<file path="config.mk">
export PLATFORM = sky130hd
export DESIGN_NAME = tdm_rx_slot_selector
export DESIGN_NICKNAME = d
export VERILOG_FILES = /design/src/rtl/tdmrx_pkg.sv /design/src/rtl/tdmrx_bit_sampler.sv /design/src/rtl/tdmrx_frame_tracker.sv /design/src/rtl/tdmrx_slot_capture.sv /design/src/rtl/tdm_rx_slot_selector.sv
export SDC_FILE = /design/constraint.sdc
export NUM_CORES = 1
export LEC_CHECK = 0
export BUFFER_PORTS_ARGS = -buffer_cell sky130_fd_sc_hd__buf_2
export CORE_MARGIN = 2
export CORE_UTILIZATION = 44
export DETAILED_ROUTE_END_ITERATION = 10
export SLEW_MARGIN = 10
export SYNTH_ARGS = -nofsm -noshare
export SYNTH_HDL_FRONTEND = slang
export SYNTH_SLANG_ARGS = --single-unit
export TNS_END_PERCENT = 50
</file>
<file path="constraint.sdc">
create_clock -name clk -period 5.3 [get_ports clk]
set_input_delay 1.06 -clock clk [delete_from_list [all_inputs] [get_ports clk]]
set_output_delay 1.06 -clock clk [all_outputs]
set_load 0.005 [all_outputs]
</file>
<file path="src/rtl/tdmrx_pkg.sv">
package tdmrx_pkg;

  typedef enum logic [1:0] {
    SRC_DEV   = 2'b00,
    SRC_LEFT  = 2'b01,
    SRC_RIGHT = 2'b10,
    SRC_MIX   = 2'b11
  } src_sel_e;

  localparam int unsigned SAMPLE_W = 32;

  // slot length code to bit count (reserved code treated as widest slot)
  function automatic logic [5:0] slot_bits(input logic [1:0] code);
    case (code)
      2'b00:   return 6'd16;
      2'b01:   return 6'd24;
      default: return 6'd32;
    endcase
  endfunction

  // word length code to bit count
  function automatic logic [5:0] word_bits(input logic [1:0] code);
    case (code)
      2'b00:   return 6'd16;
      2'b01:   return 6'd20;
      2'b10:   return 6'd24;
      default: return 6'd32;
    endcase
  endfunction

  // a word never extends past its slot
  function automatic logic [5:0] eff_bits(input logic [5:0] sbits, input logic [5:0] wbits);
    return (wbits < sbits) ? wbits : sbits;
  endfunction

endpackage

</file>
<file path="src/rtl/tdmrx_bit_sampler.sv">
module tdmrx_bit_sampler (
  input  logic clk,
  input  logic rst_n,
  input  logic bclk_i,
  input  logic fsync_i,
  input  logic sdata_i,
  input  logic cap_fall_i,
  output logic bit_stb_o,
  output logic fs_bit_o,
  output logic sd_bit_o
);

  logic bclk_q;
  logic stb_d, stb_q;
  logic fs_q, sd_q;

  // edge detector on the oversampled bit clock
  always_comb begin
    if (cap_fall_i) stb_d = bclk_q & ~bclk_i;
    else            stb_d = ~bclk_q & bclk_i;
  end

  always_ff @(posedge clk or negedge rst_n) begin
    if (!rst_n) begin
      bclk_q <= 1'b0;
      stb_q  <= 1'b0;
      fs_q   <= 1'b0;
      sd_q   <= 1'b0;
    end else begin
      bclk_q <= bclk_i;
      stb_q  <= stb_d;
      if (stb_d) begin
        fs_q <= fsync_i;
        sd_q <= sdata_i;
      end
    end
  end

  assign bit_stb_o = stb_q;
  assign fs_bit_o  = fs_q;
  assign sd_bit_o  = sd_q;

  // one bit-clock edge needs two clk samples, so strobes never touch
  p_stb_gap_r2: assert property (@(posedge clk) disable iff (!rst_n)
    bit_stb_o |=> !bit_stb_o);

endmodule

</file>
<file path="src/rtl/tdmrx_frame_tracker.sv">
module tdmrx_frame_tracker #(
  parameter int unsigned MAX_FRAME_BITS = 1024,
  localparam int unsigned PW = $clog2(MAX_FRAME_BITS),
  localparam int unsigned LW = PW + 1
) (
  input  logic          clk,
  input  logic          rst_n,
  input  logic          bit_stb_i,
  input  logic          fs_bit_i,
  input  logic          fs_fall_i,
  output logic          start_o,
  output logic          emit_o,
  output logic [PW-1:0] pos_o,
  output logic [LW-1:0] len_o
);

  localparam logic [PW-1:0] POS_MAX = PW'(MAX_FRAME_BITS - 1);

  logic          have_prev_q, fs_prev_q, armed_q;
  logic [PW-1:0] cnt_q;
  logic          start;
  logic [PW-1:0] pos_d;

  always_comb begin
    start = 1'b0;
    if (bit_stb_i && have_prev_q) begin
      if (fs_fall_i) start = fs_prev_q & ~fs_bit_i;
      else           start = ~fs_prev_q & fs_bit_i;
    end
    if (start)                pos_d = '0;
    else if (cnt_q == POS_MAX) pos_d = cnt_q;
    else                       pos_d = cnt_q + 1'b1;
  end

  always_ff @(posedge clk or negedge rst_n) begin
    if (!rst_n) begin
      have_prev_q <= 1'b0;
      fs_prev_q   <= 1'b0;
      armed_q     <= 1'b0;
      cnt_q       <= '0;
    end else if (bit_stb_i) begin
      have_prev_q <= 1'b1;
      fs_prev_q   <= fs_bit_i;
      cnt_q       <= pos_d;
      if (start) armed_q <= 1'b1;
    end
  end

  assign start_o = start;
  assign emit_o  = start & armed_q;
  assign pos_o   = pos_d;
  // length of the frame that ends at this start: last position plus one
  assign len_o   = LW'(cnt_q) + LW'(1);

endmodule

</file>
<file path="src/rtl/tdmrx_slot_capture.sv">
module tdmrx_slot_capture #(
  parameter int unsigned PW = 10,
  parameter int unsigned LW = 11
) (
  input  logic          clk,
  input  logic          rst_n,
  input  logic          bit_stb_i,
  input  logic          sd_bit_i,
  input  logic          start_i,
  input  logic [PW-1:0] pos_i,
  input  logic [LW-1:0] len_i,
  input  logic [3:0]    slot_i,
  input  logic [4:0]    offset_i,
  input  logic [5:0]    slot_bits_i,
  input  logic [5:0]    eff_bits_i,
  input  logic          right_just_i,
  output logic [31:0]   word_o,
  output logic          null_o
);

  localparam int unsigned EW = 16;

  logic [31:0]   shreg_q, shreg_d;
  logic [EW-1:0] win_lo, win_hi, pos_x, len_x;
  logic          in_win;
  logic [31:0]   aligned, keep;

  always_comb begin
    pos_x  = EW'(pos_i);
    len_x  = EW'(len_i);
    win_lo = EW'(offset_i) + EW'(slot_i) * EW'(slot_bits_i);
    win_hi = win_lo + EW'(slot_bits_i);
    in_win = (pos_x >= win_lo) && (pos_x < win_hi);
  end

  // next-state of the slot shift register
  always_comb begin
    shreg_d = shreg_q;
    if (bit_stb_i) begin
      if (start_i)     shreg_d = in_win ? {31'd0, sd_bit_i} : 32'd0;
      else if (in_win) shreg_d = {shreg_q[30:0], sd_bit_i};
    end
  end

  always_ff @(posedge clk or negedge rst_n) begin
    if (!rst_n) shreg_q <= '0;
    else        shreg_q <= shreg_d;
  end

  // word extraction from the finished slot (valid at frame start)
  always_comb begin
    if (right_just_i) aligned = shreg_q << (6'd32 - eff_bits_i);
    else              aligned = shreg_q << (6'd32 - slot_bits_i);
    keep   = ~(32'hFFFF_FFFF >> eff_bits_i);
    null_o = win_hi > len_x;
    word_o = null_o ? 32'd0 : (aligned & keep);
  end

  // a new frame leaves at most its first bit in the window register
  p_window_restart_r3: assert property (@(posedge clk) disable iff (!rst_n)
    (bit_stb_i && start_i) |=> (shreg_q[31:1] == 31'd0));

endmodule

</file>
<file path="src/rtl/tdm_rx_slot_selector.sv">
module tdm_rx_slot_selector
  import tdmrx_pkg::*;
#(
  parameter int unsigned MAX_FRAME_BITS = 1024,
  parameter int unsigned NUM_CH         = 2
) (
  input  logic        clk,
  input  logic        rst_n,
  input  logic        bclk_i,
  input  logic        fsync_i,
  input  logic        sdata_i,
  input  logic        cfg_fs_fall_i,
  input  logic        cfg_cap_fall_i,
  input  logic [4:0]  cfg_offset_i,
  input  logic [1:0]  cfg_slot_len_i,
  input  logic [1:0]  cfg_word_len_i,
  input  logic        cfg_right_just_i,
  input  logic [1:0]  cfg_src_i,
  input  logic [3:0]  cfg_left_slot_i,
  input  logic [3:0]  cfg_right_slot_i,
  input  logic [3:0]  dev_slot_i,
  output logic [31:0] smp_o,
  output logic        smp_valid_o,
  output logic        smp_null_o
);

  localparam int unsigned PW = $clog2(MAX_FRAME_BITS);
  localparam int unsigned LW = PW + 1;

  // reset: asserted asynchronously, released on clk
  logic rst_meta_q, rst_l;
  always_ff @(posedge clk or negedge rst_n) begin
    if (!rst_n) begin
      rst_meta_q <= 1'b0;
      rst_l      <= 1'b0;
    end else begin
      rst_meta_q <= 1'b1;
      rst_l      <= rst_meta_q;
    end
  end

  src_sel_e    src;
  logic [5:0]  sbits, ebits;
  logic        bit_stb, fs_bit, sd_bit;
  logic        start, emit;
  logic [PW-1:0] pos;
  logic [LW-1:0] flen;

  assign src   = src_sel_e'(cfg_src_i);
  assign sbits = slot_bits(cfg_slot_len_i);
  assign ebits = eff_bits(sbits, word_bits(cfg_word_len_i));

  tdmrx_bit_sampler u_sampler (
    .clk       (clk),
    .rst_n     (rst_l),
    .bclk_i    (bclk_i),
    .fsync_i   (fsync_i),
    .sdata_i   (sdata_i),
    .cap_fall_i(cfg_cap_fall_i),
    .bit_stb_o (bit_stb),
    .fs_bit_o  (fs_bit),
    .sd_bit_o  (sd_bit)
  );

  tdmrx_frame_tracker #(.MAX_FRAME_BITS(MAX_FRAME_BITS)) u_framer (
    .clk      (clk),
    .rst_n    (rst_l),
    .bit_stb_i(bit_stb),
    .fs_bit_i (fs_bit),
    .fs_fall_i(cfg_fs_fall_i),
    .start_o  (start),
    .emit_o   (emit),
    .pos_o    (pos),
    .len_o    (flen)
  );

  // channel 0 carries the mono pick (or left in mix), channel 1 the right slot
  logic [3:0]  ch_slot [NUM_CH];
  logic [31:0] ch_word [NUM_CH];
  logic        ch_null [NUM_CH];

  always_comb begin
    for (int c = 0; c < NUM_CH; c++) ch_slot[c] = cfg_right_slot_i;
    case (src)
      SRC_DEV:   ch_slot[0] = dev_slot_i;
      SRC_RIGHT: ch_slot[0] = cfg_right_slot_i;
      default:   ch_slot[0] = cfg_left_slot_i;
    endcase
  end

  for (genvar c = 0; c < NUM_CH; c++) begin : g_ch
    tdmrx_slot_capture #(.PW(PW), .LW(LW)) u_cap (
      .clk         (clk),
      .rst_n       (rst_l),
      .bit_stb_i   (bit_stb),
      .sd_bit_i    (sd_bit),
      .start_i     (start),
      .pos_i       (pos),
      .len_i       (flen),
      .slot_i      (ch_slot[c]),
      .offset_i    (cfg_offset_i),
      .slot_bits_i (sbits),
      .eff_bits_i  (ebits),
      .right_just_i(cfg_right_just_i),
      .word_o      (ch_word[c]),
      .null_o      (ch_null[c])
    );
  end

  // down-mix in one extra bit, then arithmetic halving
  logic signed [32:0] mix_sum;
  logic [31:0]        smp_d;
  logic               null_d;

  always_comb begin
    mix_sum = $signed({ch_word[0][31], ch_word[0]}) + $signed({ch_word[1][31], ch_word[1]});
    if (src == SRC_MIX) begin
      smp_d  = mix_sum[32:1];
      null_d = ch_null[0] | ch_null[1];
    end else begin
      smp_d  = ch_word[0];
      null_d = ch_null[0];
    end
  end

  logic [31:0] smp_q;
  logic        valid_q, null_q;

  always_ff @(posedge clk or negedge rst_l) begin
    if (!rst_l) begin
      smp_q   <= '0;
      null_q  <= 1'b0;
      valid_q <= 1'b0;
    end else begin
      valid_q <= emit;
      if (emit) begin
        smp_q  <= smp_d;
        null_q <= null_d;
      end
    end
  end

  assign smp_o       = smp_q;
  assign smp_valid_o = valid_q;
  assign smp_null_o  = null_q;

  p_valid_pulse_r10: assert property (@(posedge clk) disable iff (!rst_l)
    smp_valid_o |=> !smp_valid_o);

  p_valid_after_stb_r10: assert property (@(posedge clk) disable iff (!rst_l)
    smp_valid_o |-> $past(bit_stb));

  p_null_silent_r9: assert property (@(posedge clk) disable iff (!rst_l)
    (smp_valid_o && smp_null_o && (src != SRC_MIX)) |-> (smp_o == 32'd0));

  p_low_bits_r5: assert property (@(posedge clk) disable iff (!rst_l)
    (smp_valid_o && (src != SRC_MIX)) |-> ((smp_o & (32'hFFFF_FFFF >> ebits)) == 32'd0));

endmodule

</file>
== After elaboration in Yosys (flattened, before gate mapping) ==
Index checks and enable logic that the tools add are counted.

* Bits in registers: 117
* Output and inout port bits: 34
* Word-level logic and storage cells: 89
* Bits of input ports: 31

* Equal/unequal tests: 6
* $mul: 2
* Reductions and logical operators: 11
* Muxes and demuxes: 21
* $lt $le $gt $ge: 7
* Add/sub/neg operators: 9
* Shifts and indexed selects: 5
* Bitwise gates (word level): 13

{| class="wikitable"
|+ Operators with widths
! kind !! number
|-
| $mux W32 || 9
|-
| $shl A32 B6 Y32 || 4
|-
| $and A32 B32 Y32 || 2
|-
| $add A32 B32 Y33 || 1
|-
| $add A16 B6 Y16 || 2
|-
| $ge A10 B16 Y1 || 2
|-
| $gt A16 B11 Y1 || 2
|-
| $lt A10 B16 Y1 || 2
|-
| $not A32 Y32 || 1
|-
| $shr A32 B6 Y32 const A || 1
|-
| $add A5 B10 Y11 || 2
|-
| $mul A4 B6 Y10 || 2
|-
| $mux W10 || 2
|-
| $pmux W6 S3 || 1
|-
| $pmux W6 S2 || 1
|-
| $sub A6 B6 Y6 const A || 2
|-
| $add A10 B1 Y11 const B || 1
|-
| $add A10 B1 Y10 const B || 1
|-
| $eq A10 B10 Y1 const B || 1
|-
| $pmux W4 S2 || 1
|-
| $eq A2 B2 Y1 const B || 3
|-
| $logic_not A2 Y1 || 3
|-
| $lt A6 B6 Y1 || 1
|-
| $mux W1 || 6
|-
| 8 further kinds || 21
|}

== Depth between registers and ports, before layout ==
Gate-level depths: netlist (run 1).

* Depth in word-level cells: 11
* Depth in mapped cells: 37
* Gate-level depth less buffers: 35

== Hierarchy ==
From an unflattened synthesis (run 1), not the netlist that was laid out.

* Cell total of the unflattened synthesis: 2,002
* Area, all modules: 15,985.3 sq um

{| class="wikitable"
|+ By module, submodules not included
! module !! cells each !! area an instance (sq um) !! instances
|-
| tdmrx_slot_capture at g_ch[1].u_cap || 718 || 5,731.7 || 1
|-
| tdmrx_slot_capture at g_ch[0].u_cap || 709 || 5,605.4 || 1
|-
| tdm_rx_slot_selector || 451 || 3,495.9 || 1
|-
| tdmrx_frame_tracker || 102 || 912.1 || 1
|-
| tdmrx_bit_sampler || 22 || 240.2 || 1
|}

== Least setup slack after synthesis (run 1) ==
OpenSTA, ideal clock, no wires.

* Kind: input-to-reg
* Start point: in cfg_slot_len_i[1]
* End point: reg smp_q[30], in the netlist smp_o[30]
* Required time: 5.223 ns
* Path slack: -2.877 ns
* Buffers on the path: 2
* Arrival time: 8.100 ns
* Cell stages on the path: 35
* Cells stage by stage: nand2b_1 > buf_2 > inv_2 > and2_1 > fa_1 > ha_1 > ha_1 > ha_1 > a211oi_1 > nor2_1 > xor2_1 > inv_1 > nor3_1 > xnor2_1 > ha_1 > nand4_1 > or2_2 > o21bai_1 > a31o_2 > o21ai_1 > nand2b_1 > clkbuf_1 > a21oi_1 > ha_1 > and3_1 > nand2_1 > or4_1 > a2111oi_0 > o2111ai_1 > a21oi_2 > a221o_1 > a21o_1 > a211o_1 > nand3_1 > a21oi_1

* Longest elaborated chain between the ends: 11
* Elaborated cells on any way between the ends: 29
* Classes of those cells: 7 x add/sub; 2 x mul; 3 x order compare; 1 x eq/ne; 5 x shift; 7 x mux; 3 x bitwise; 1 x reduce/logical

{| class="wikitable"
|+ RTL lines
! item !! line !! source
|-
| start: declaration || tdm_rx_slot_selector.sv:15 || <nowiki>input logic [1:0] cfg_slot_len_i,</nowiki>
|-
| $eq A2 B1 Y1 / $logic_not A2 Y1 (equally long branches) || tdmrx_pkg.sv:14 || <nowiki>case (code)</nowiki>
|-
| $pmux W6 S2 * || tdmrx_pkg.sv:14 ||
|-
| parallel branches: the longest is 8 deep, another holds $add A32 B32 Y33 || -- ||
|-
| $mux W32 * || tdm_rx_slot_selector.sv:117 || <nowiki>if (src == SRC_MIX) begin</nowiki>
|-
| end signal: assignment || tdm_rx_slot_selector.sv:137 || <nowiki>smp_q <= smp_d;</nowiki>
|-
| end: declaration || tdm_rx_slot_selector.sv:126 || <nowiki>logic [31:0] smp_q;</nowiki>
|}

Mark *: on every way between the ends.
A chain may end at the register's enable or synchronous reset.

== Worst setup path in the final report (run 1) ==
* Start point: in cfg_src_i[1]
* End point: reg smp_q[30], in the netlist smp_o[30]

* Longest elaborated chain between the ends: 9
* Elaborated cells on any way between the ends: 11
* Classes of those cells: 3 x add/sub; 1 x mul; 1 x order compare; 2 x eq/ne; 3 x mux; 1 x reduce/logical

{| class="wikitable"
|+ RTL lines
! item !! line !! source
|-
| start: declaration || tdm_rx_slot_selector.sv:18 || <nowiki>input logic [1:0] cfg_src_i,</nowiki>
|-
| $eq A2 B2 Y1 / $logic_not A2 Y1 (equally long branches) || tdm_rx_slot_selector.sv:84 || <nowiki>case (src)</nowiki>
|-
| $pmux W4 S2 || tdm_rx_slot_selector.sv:84 ||
|-
| $mul A4 B6 Y10 || tdmrx_slot_capture.sv:31 || <nowiki>win_lo = EW'(offset_i) + EW'(slot_i) * EW'(slot_bits_i);</nowiki>
|-
| $add A5 B10 Y11 || tdmrx_slot_capture.sv:31 ||
|-
| $add A16 B6 Y16 || tdmrx_slot_capture.sv:32 || <nowiki>win_hi = win_lo + EW'(slot_bits_i);</nowiki>
|-
| $gt A16 B11 Y1 || tdmrx_slot_capture.sv:55 || <nowiki>null_o = win_hi > len_x;</nowiki>
|-
| $mux W32 || tdmrx_slot_capture.sv:56 || <nowiki>word_o = null_o ? 32'd0 : (aligned & keep);</nowiki>
|-
| $add A32 B32 Y33 || tdm_rx_slot_selector.sv:116 || <nowiki>mix_sum = $signed({ch_word[0][31], ch_word[0]}) + $signed({ch_word[1][31], ch_word[1]});</nowiki>
|-
| $mux W32 * || tdm_rx_slot_selector.sv:117 ||
|}

Mark *: on every way between the ends. The rest lies on a longest branch, timed or not.

==> metrics, run 1 <==
status finished, violations left; failing checks negative setup slack; Crit. End Element register; largest reg by FF count g_ch.u_cap.shreg_q; Hold WS 0.341 ns; Area after DPL 14400 um^2; CP Class in2reg; Filler cells 2137; clock sinks 117; pre-CTS setup slack -2.74 ns; pin count of the biggest net entering global routing 68; non-filler instance count after layout 2088; # placed instances 2016; final worst-path setup slack -2.09 ns; vias in the first global route 10900; ANT cells 0; Nets about 1900; Num CTS Buffers 17; port bufs 64; P_leak 7.88 nW; min cycle time layout 7.39 ns; Post-Route WL approximately 36000 um; Initial Util 44.5%; critical-path maximum fanout 4; Synth area leaders dfrtp_1 (26%), ha_1 (15%), mux2i_1 (8.2%); Die ar. 26600 um^2; RSZ-0062 raised after global routing yes; TritonCTS clock tree built; post-detailed-route count of antenna-violating nets 0; H-tree levels 4; I/O pin cnt 65; Buffers & Inverters on Critical Path 2; register-to-register setup slack 0 ns; P per Cell Area 254 nW/um^2; r2r endpoint smp_o[30]; Post-synth EDFFs 0; chip height 163 um; DR vias between 10000 and 15000; Slew Limit Headroom 36.4%; wire per inst roughly 17 um; final setup vio count 32; Max Slew Vio Count 0; Area Growth Syn to Fin 43.4%; gpl congestion 0.958; layout cells sized above 1 35.8%; Post-route DRC 0; Yosys cell types 72; Async SR Flop Fraction 100%; drt initial violations about 1100; Core Region 25000 um^2; gr usage total 27.7%; Synth top area share 26.3%; initial antenna violation count 0; finished layout cell area 15900 um^2; Least-Margin Pin Slew 0.954 ns; Peak supply drop 0.250 mV; Post-Syn Area 11100 um^2; fin crit share 140%; ys flop type dfrtp_1; Setup TNS -53.21 ns; Crit path max-delay family compound AO/OA/AOI/OAI gates; first drt pass iteration count 6; DR vias/cell 5.47; Critical Path AT ~7.8 ns; cell count after synthesis 1382; Crit path largest cell delay 0.46 ns; worst skew pair latency 0.44 ns; Die X 163 um; Clock transition at path regs 0.06 ns; Max-Cap Viols 0; # rows between 50 and 60; total power roughly 4 mW; CTS Root Cell clkbuf_16; reg2reg start u_framer.cnt_q[1]; sequential share of the synthesized area 26.3%; first-pass GRT wire length slightly below 60000 um; critical path required time 5.66 ns; largest area contributor in the netlist dfrtp_1; Crit-path slowest cell fa_2; worst clock skew 0.0126 ns; f_max approximately 140 MHz; Synth warnings 0; R2R depth 25; DP HPWL about 28000 um; syn_area_per_cell 8.05 um^2; gr ovfl total 0; FF+latch count, synth 117; Hold Path Class reg2async; Bufs on Longest Clock Path 2; Core Util, Final 63.9%; Worst Setup Start Kind input pin; Fin. Hold Viols 0; max reg flops 64
worst max path at each step:
stage                                 start         to  slack (ns)  depth (start not counted)
after global placement    cfg_slot_len_i[1]  smp_o[30]       -2.63                         33
after detailed placement  cfg_slot_len_i[1]  smp_o[30]       -2.74                         33
after CTS                      cfg_src_i[1]  smp_o[30]       -1.94                         36
after floorplan                cfg_src_i[1]  smp_o[30]       -2.25                         35
after global routing           cfg_src_i[1]  smp_o[30]       -2.38                         36
final                          cfg_src_i[1]  smp_o[30]       -2.09                         36
power by group:
part | internal, mW | leakage [nW] | switching (mW)
logic | 0.914 | 6.04 | 0.967
registers | 0.979 | 1.58 | 0.0662
clock network | 0.617 | 0.265 | 0.510
total | 2.51 | 7.88 | 1.54
synth_stat cells (all sizes together), types with 14 or more instances:
library cell / count
nand2: 183
nor2: 157
a21oi: 129
ha: 129
dfrtp: 117
mux2i: 91
nand3: 65
inv: 62
o21ai: 58
clkbuf: 52
xnor2: 31
a21o: 23
and3: 23
xor2: 22
and2: 19
nor2b: 18
a31oi: 17
a22o: 15
buf: 15
a211oi: 14
nor3: 14
placed cells by master (no fill, tap or decap), types with 23 or more instances in the layout:
master,synthesis,final
nand3_1,65,62
dfrtp_1,117,116
nor2_1,157,139
buf_2,4,61
ha_4,0,26
a21o_1,23,23
xnor2_1,31,26
buf_4,0,323
mux2i_1,91,89
nand2_1,182,175
ha_1,129,100
inv_1,61,59
o21ai_0,43,26
a21oi_1,128,107
worst reg2reg max path, stage by stage, from the launching register on:
cell and delay (ns):
dfrtp_1 0.39, ha_1 0.19, and3_1 0.27, nand3_1 0.12, xor2_1 0.36, ha_1 0.32, and4_1 0.22, a21oi_1 0.15
nand4_1 0.17, nand2_2 0.16, nand2_4 0.08, buf_6 0.12, or2_4 0.27, nor2_4 0.16, ha_4 0.16, nand4_1 0.07
or2_1 0.25, or4_4 0.44, a2111oi_4 0.23, o2111ai_2 0.20, a21oi_2 0.23, a221o_1 0.21, a21o_1 0.14, a211o_1 0.12
nand3_1 0.06, a21oi_1 0.14
final cells by class:
type / count / area, um^2 / share of cell area (%)
multi-input cells: 1138 / 8690 / 54.5
well taps: 330 / 413 / 2.59
flip-flops and latches: 117 / 2930 / 18.4
clock buffers: 17 / 425 / 2.67
inverters: 62 / 238 / 1.49
clock inverters: 15 / 136 / 0.855
repair buffers: 409 / 3110 / 19.5
routing by layer:
| metal | vias to the layer above | global-route usage (%) | share of wire, % |
|---|---|---|---|
| li1 | 5587 | - | - |
| met1 | 5449 | 42.1 | 50 |
| met2 | 336 | 41.5 | 43 |
| met3 | 55 | 3.59 | 5.2 |
| met4 | 0 | 6.64 | 1.9 |
| met5 | - | 0 | 0 |
kinds of logic (layout without fill, tap and decap cells):
group                      count (synthesis)  after routing  share of synthesized area, %
DFF                                      117            117                          26.3
and+or+nand+nor                          527            527                          21.7
other                                      2              4                        0.0675
adders and majority gates                137            137                          16.0
buffers and inverters                    129            503                          4.60
xor gates and xnor gates                  53             53                          4.24
muxes                                    103            103                          9.41
AOI/OAI and AO/OA                        314            314                          17.7
what timing repair did:
item                                    in CTS  in global routing
pin swaps                                   48                 19
cloned                                       0                  2
hold buffers                                 0                  0
endpoints found under the setup margin      65                 97
resized for setup                          123                 33
setup buffers                               37                  3
Note: power is estimated with default switching activity, not from simulation.
==> run 2, diff against run 1 <==
- SLEW_MARGIN: 10 -> default
- clock period: 5.3 -> 8.8 ns (I/O delays scaled with it)
==> run 2 against run 1 <==
  * The flow now finishes without violations
  * Count of clock-buffer cells in the layout is the same
  * Sequential share of layout area up 3.6 points
  * Hold slack gained 0.011 ns
  * Register-to-register slack gained 3.3 ns
  * Clock power down 34%
  * Die area unchanged
  * Critical path type unchanged
  * Largest power group unchanged
==> metrics, run 2 (synthesis gave the netlist of run 1 again) <==
Multi-input gate area 7840 um^2 (was 8690 um^2); total power 2.23 mW (was 4.05 mW); Slew Limit Headroom 35.6% (was 36.4%); H-tree levels 4 (unchanged); worst skew pair latency 0.44 ns (about the same); ANT cells 0 (unchanged); wire per inst 17.1 um (was 17.4 um); first drt pass iteration count 5 (was 6); Max-Cap Viols 0 (unchanged); most frequent CP cell ha_1; Die X 163 um (unchanged); pin count of the biggest net entering global routing 68 (unchanged); Switching Fraction 36.4% (was 38.1%); DP HPWL 24900 um (was 27800 um); Least-Margin Pin Slew 0.960 ns (was 0.954 ns); drt initial violations 905 (was 1080); Filler cells 2375 (was 2137); critical path required time 9.15 ns (was 5.66 ns); Worst Setup Start Kind input pin (unchanged); min cycle time layout approximately 8.4 ns; Clock transition at path regs 0.06 ns (about the same); Core Util, Final 53.5% (was 63.9%); most frequent cells in the layout nand2_1 (180), nor2_1 (150), buf_4 (134), ha_1 (128), a21oi_1 (120) (was buf_4 (323), nand2_1 (175), nor2_1 (139), dfrtp_1 (116), a21oi_1 (107)); sw power 0.813 mW (was 1.54 mW); CP Launch Point cfg_src_i[1] (unchanged); gpl congestion 0.970 (was 0.958); f_max 118 MHz; Hold Path Class reg2reg (was reg2async); status finished, final reports clean (was finished, violations left); Area Growth Syn to Fin 20.1% (was 43.4%); first-pass GRT wire length 51300 um (was 58100 um); Num CTS Buffers 17 (unchanged); chip height 163 um (unchanged); worst clock skew 0.0157 ns (was 0.0126 ns); initial antenna violation count 0 (unchanged); vias in the first global route 9704 (was 10900); GR Util met1 35.9% (was 42.1%); r2r endpoint smp_o[30] (unchanged); gr ovfl total 0 (unchanged); CTS Root Cell clkbuf_16 (unchanged); CP Class in2reg (unchanged); GRT busiest layer met2 (was met1); Sequential Area 2930 um^2 (unchanged); clock sinks 117 (unchanged); max reg flops 64 (unchanged); TritonCTS clock tree built (unchanged); Crit-path slowest cell fa_1 (was fa_2); RSZ-0062 raised after global routing yes (unchanged); Post-Route WL 32100 um (was 36400 um); Critical Path AT 8.79 ns (was 7.75 ns); Bufs on Longest Clock Path 2 (unchanged); Buffers & Inverters on Critical Path 2 (unchanged); combinational power share 38.4% (was 46.4%); # rows 58 (unchanged); P per Cell Area 167 nW/um^2 (was 254 nW/um^2); layout cells sized above 1 19.7% (was 35.8%); Crit path largest cell delay 0.59 ns (was 0.46 ns); Area after DPL 12600 um^2 (was 14400 um^2); port bufs 64 (unchanged); gr usage total 24.4% (was 27.7%); Post-route DRC 0 (unchanged); met2 Usage GRT 37.1% (was 41.5%); finished layout cell area 13400 um^2 (was 15900 um^2); clock network power share 33.3% (was 27.8%); Crit. End Element register (unchanged); R2R depth 26 (was 25); Crit path max-delay family adder cells (was compound AO/OA/AOI/OAI gates); register-to-register setup slack 3.28 ns (was 0 ns); Peak supply drop 0.150 mV (was 0.250 mV); I/O pin cnt 65 (unchanged); P_leak 6.76 nW (was 7.88 nW); post-detailed-route count of antenna-violating nets 0 (unchanged); DR vias/cell 5.49 (was 5.47); fin crit share 95.9%; Internal 1.42 mW (was 2.51 mW); hold-critical path depth 0; GR Util met3 3.79% (was 3.59%); commonest non-fill, non-tap cell in the layout nand2_1 (was buf_4); Fin. Hold Viols 0 (unchanged); DR vias 10300 (was 11400); Die ar. 26600 um^2 (unchanged); Max Slew Vio Count 0 (unchanged); Worst Hold Launch rst_meta_q; reg2reg start u_framer.cnt_q[0] (was u_framer.cnt_q[1]); final setup vio count 0 (was 32); Core Region 25000 um^2 (unchanged); Flop pwr share 28.3% (was 25.8%); Initial Util 44.5% (unchanged); Nets 1702 (was 1913); largest reg by FF count g_ch.u_cap.shreg_q (unchanged); critical-path maximum fanout 6 (was 4); Hold Path Sink rst_l
run 2: cell count changes in the layout (fill, tap and decap cells not counted), moves of 13 or more:
cell and change:
buf_4 -189, ha_1 +28, ha_4 -26, o21ai_0 +16, buf_6 -14, a21oi_1 +13
run 2: layer usage:
metal / part of all wire (%) / vias to the layer above
li1: - / 5180
met4: 2.1 / 0
met3: 4.4 / 47
met5: 0 / -
met1: 51 / 4809
met2: 43 / 268
run 2: layout make-up:
| type | instances | share of cell area, % |
|---|---|---|
| multi-input combinational | 1138 | 58.7 |
| sequential | 117 | 21.9 |
| timing repair buffer | 198 | 9.93 |
| clock buffer | 17 | 3.18 |
| tap | 330 | 3.09 |
| inverter | 62 | 1.74 |
| clock inverter | 15 | 1.45 |
run 2: worst max-delay path by stage:
stage                      endpoint  slack [ns]  cells after the start
after floorplan           smp_o[30]        0.03                     35
after global placement    smp_o[25]       -0.09                     35
after detailed placement  smp_o[30]       -0.36                     35
after CTS                 smp_o[28]        0.04                     34
after global routing      smp_o[28]       -0.10                     37
final                     smp_o[28]        0.36                     32
run 2: stage by stage:
| step | setup TNS, ns | hold WS [ns] | std cells | worst slack [ns] |
|---|---|---|---|---|
| after detailed placement | -3.68 | 0.342 | 1840 | -0.357 |
| after floorplan | 0 | 0.331 | 1384 | 0.0268 |
| final | 0 | 0.353 | 1877 | 0.360 |
| after CTS | 0 | 0.356 | 1872 | 0.0360 |
| after global placement | -0.328 | 0.341 | 1840 | -0.0930 |
| after global routing | -0.369 | 0.368 | 1877 | -0.101 |
run 2: power groups by stage:
stage                     Sequential (mW)  Clock (mW)  Combinational [mW]
after floorplan                     0.639           0               0.547
after global placement              0.640           0               0.818
after detailed placement            0.640           0               0.828
after CTS                           0.631       0.756               0.834
after global routing                0.639       0.777               0.963
final                               0.631       0.743               0.858
run 2: repair_timing:
action / CTS / global route
buffers inserted: 0 / 5
hold buffers: 0 / 0
endpoints found under the setup margin: 0 / 16
resized for setup: 0 / 31
endpoints found under the hold margin: 0 / 0
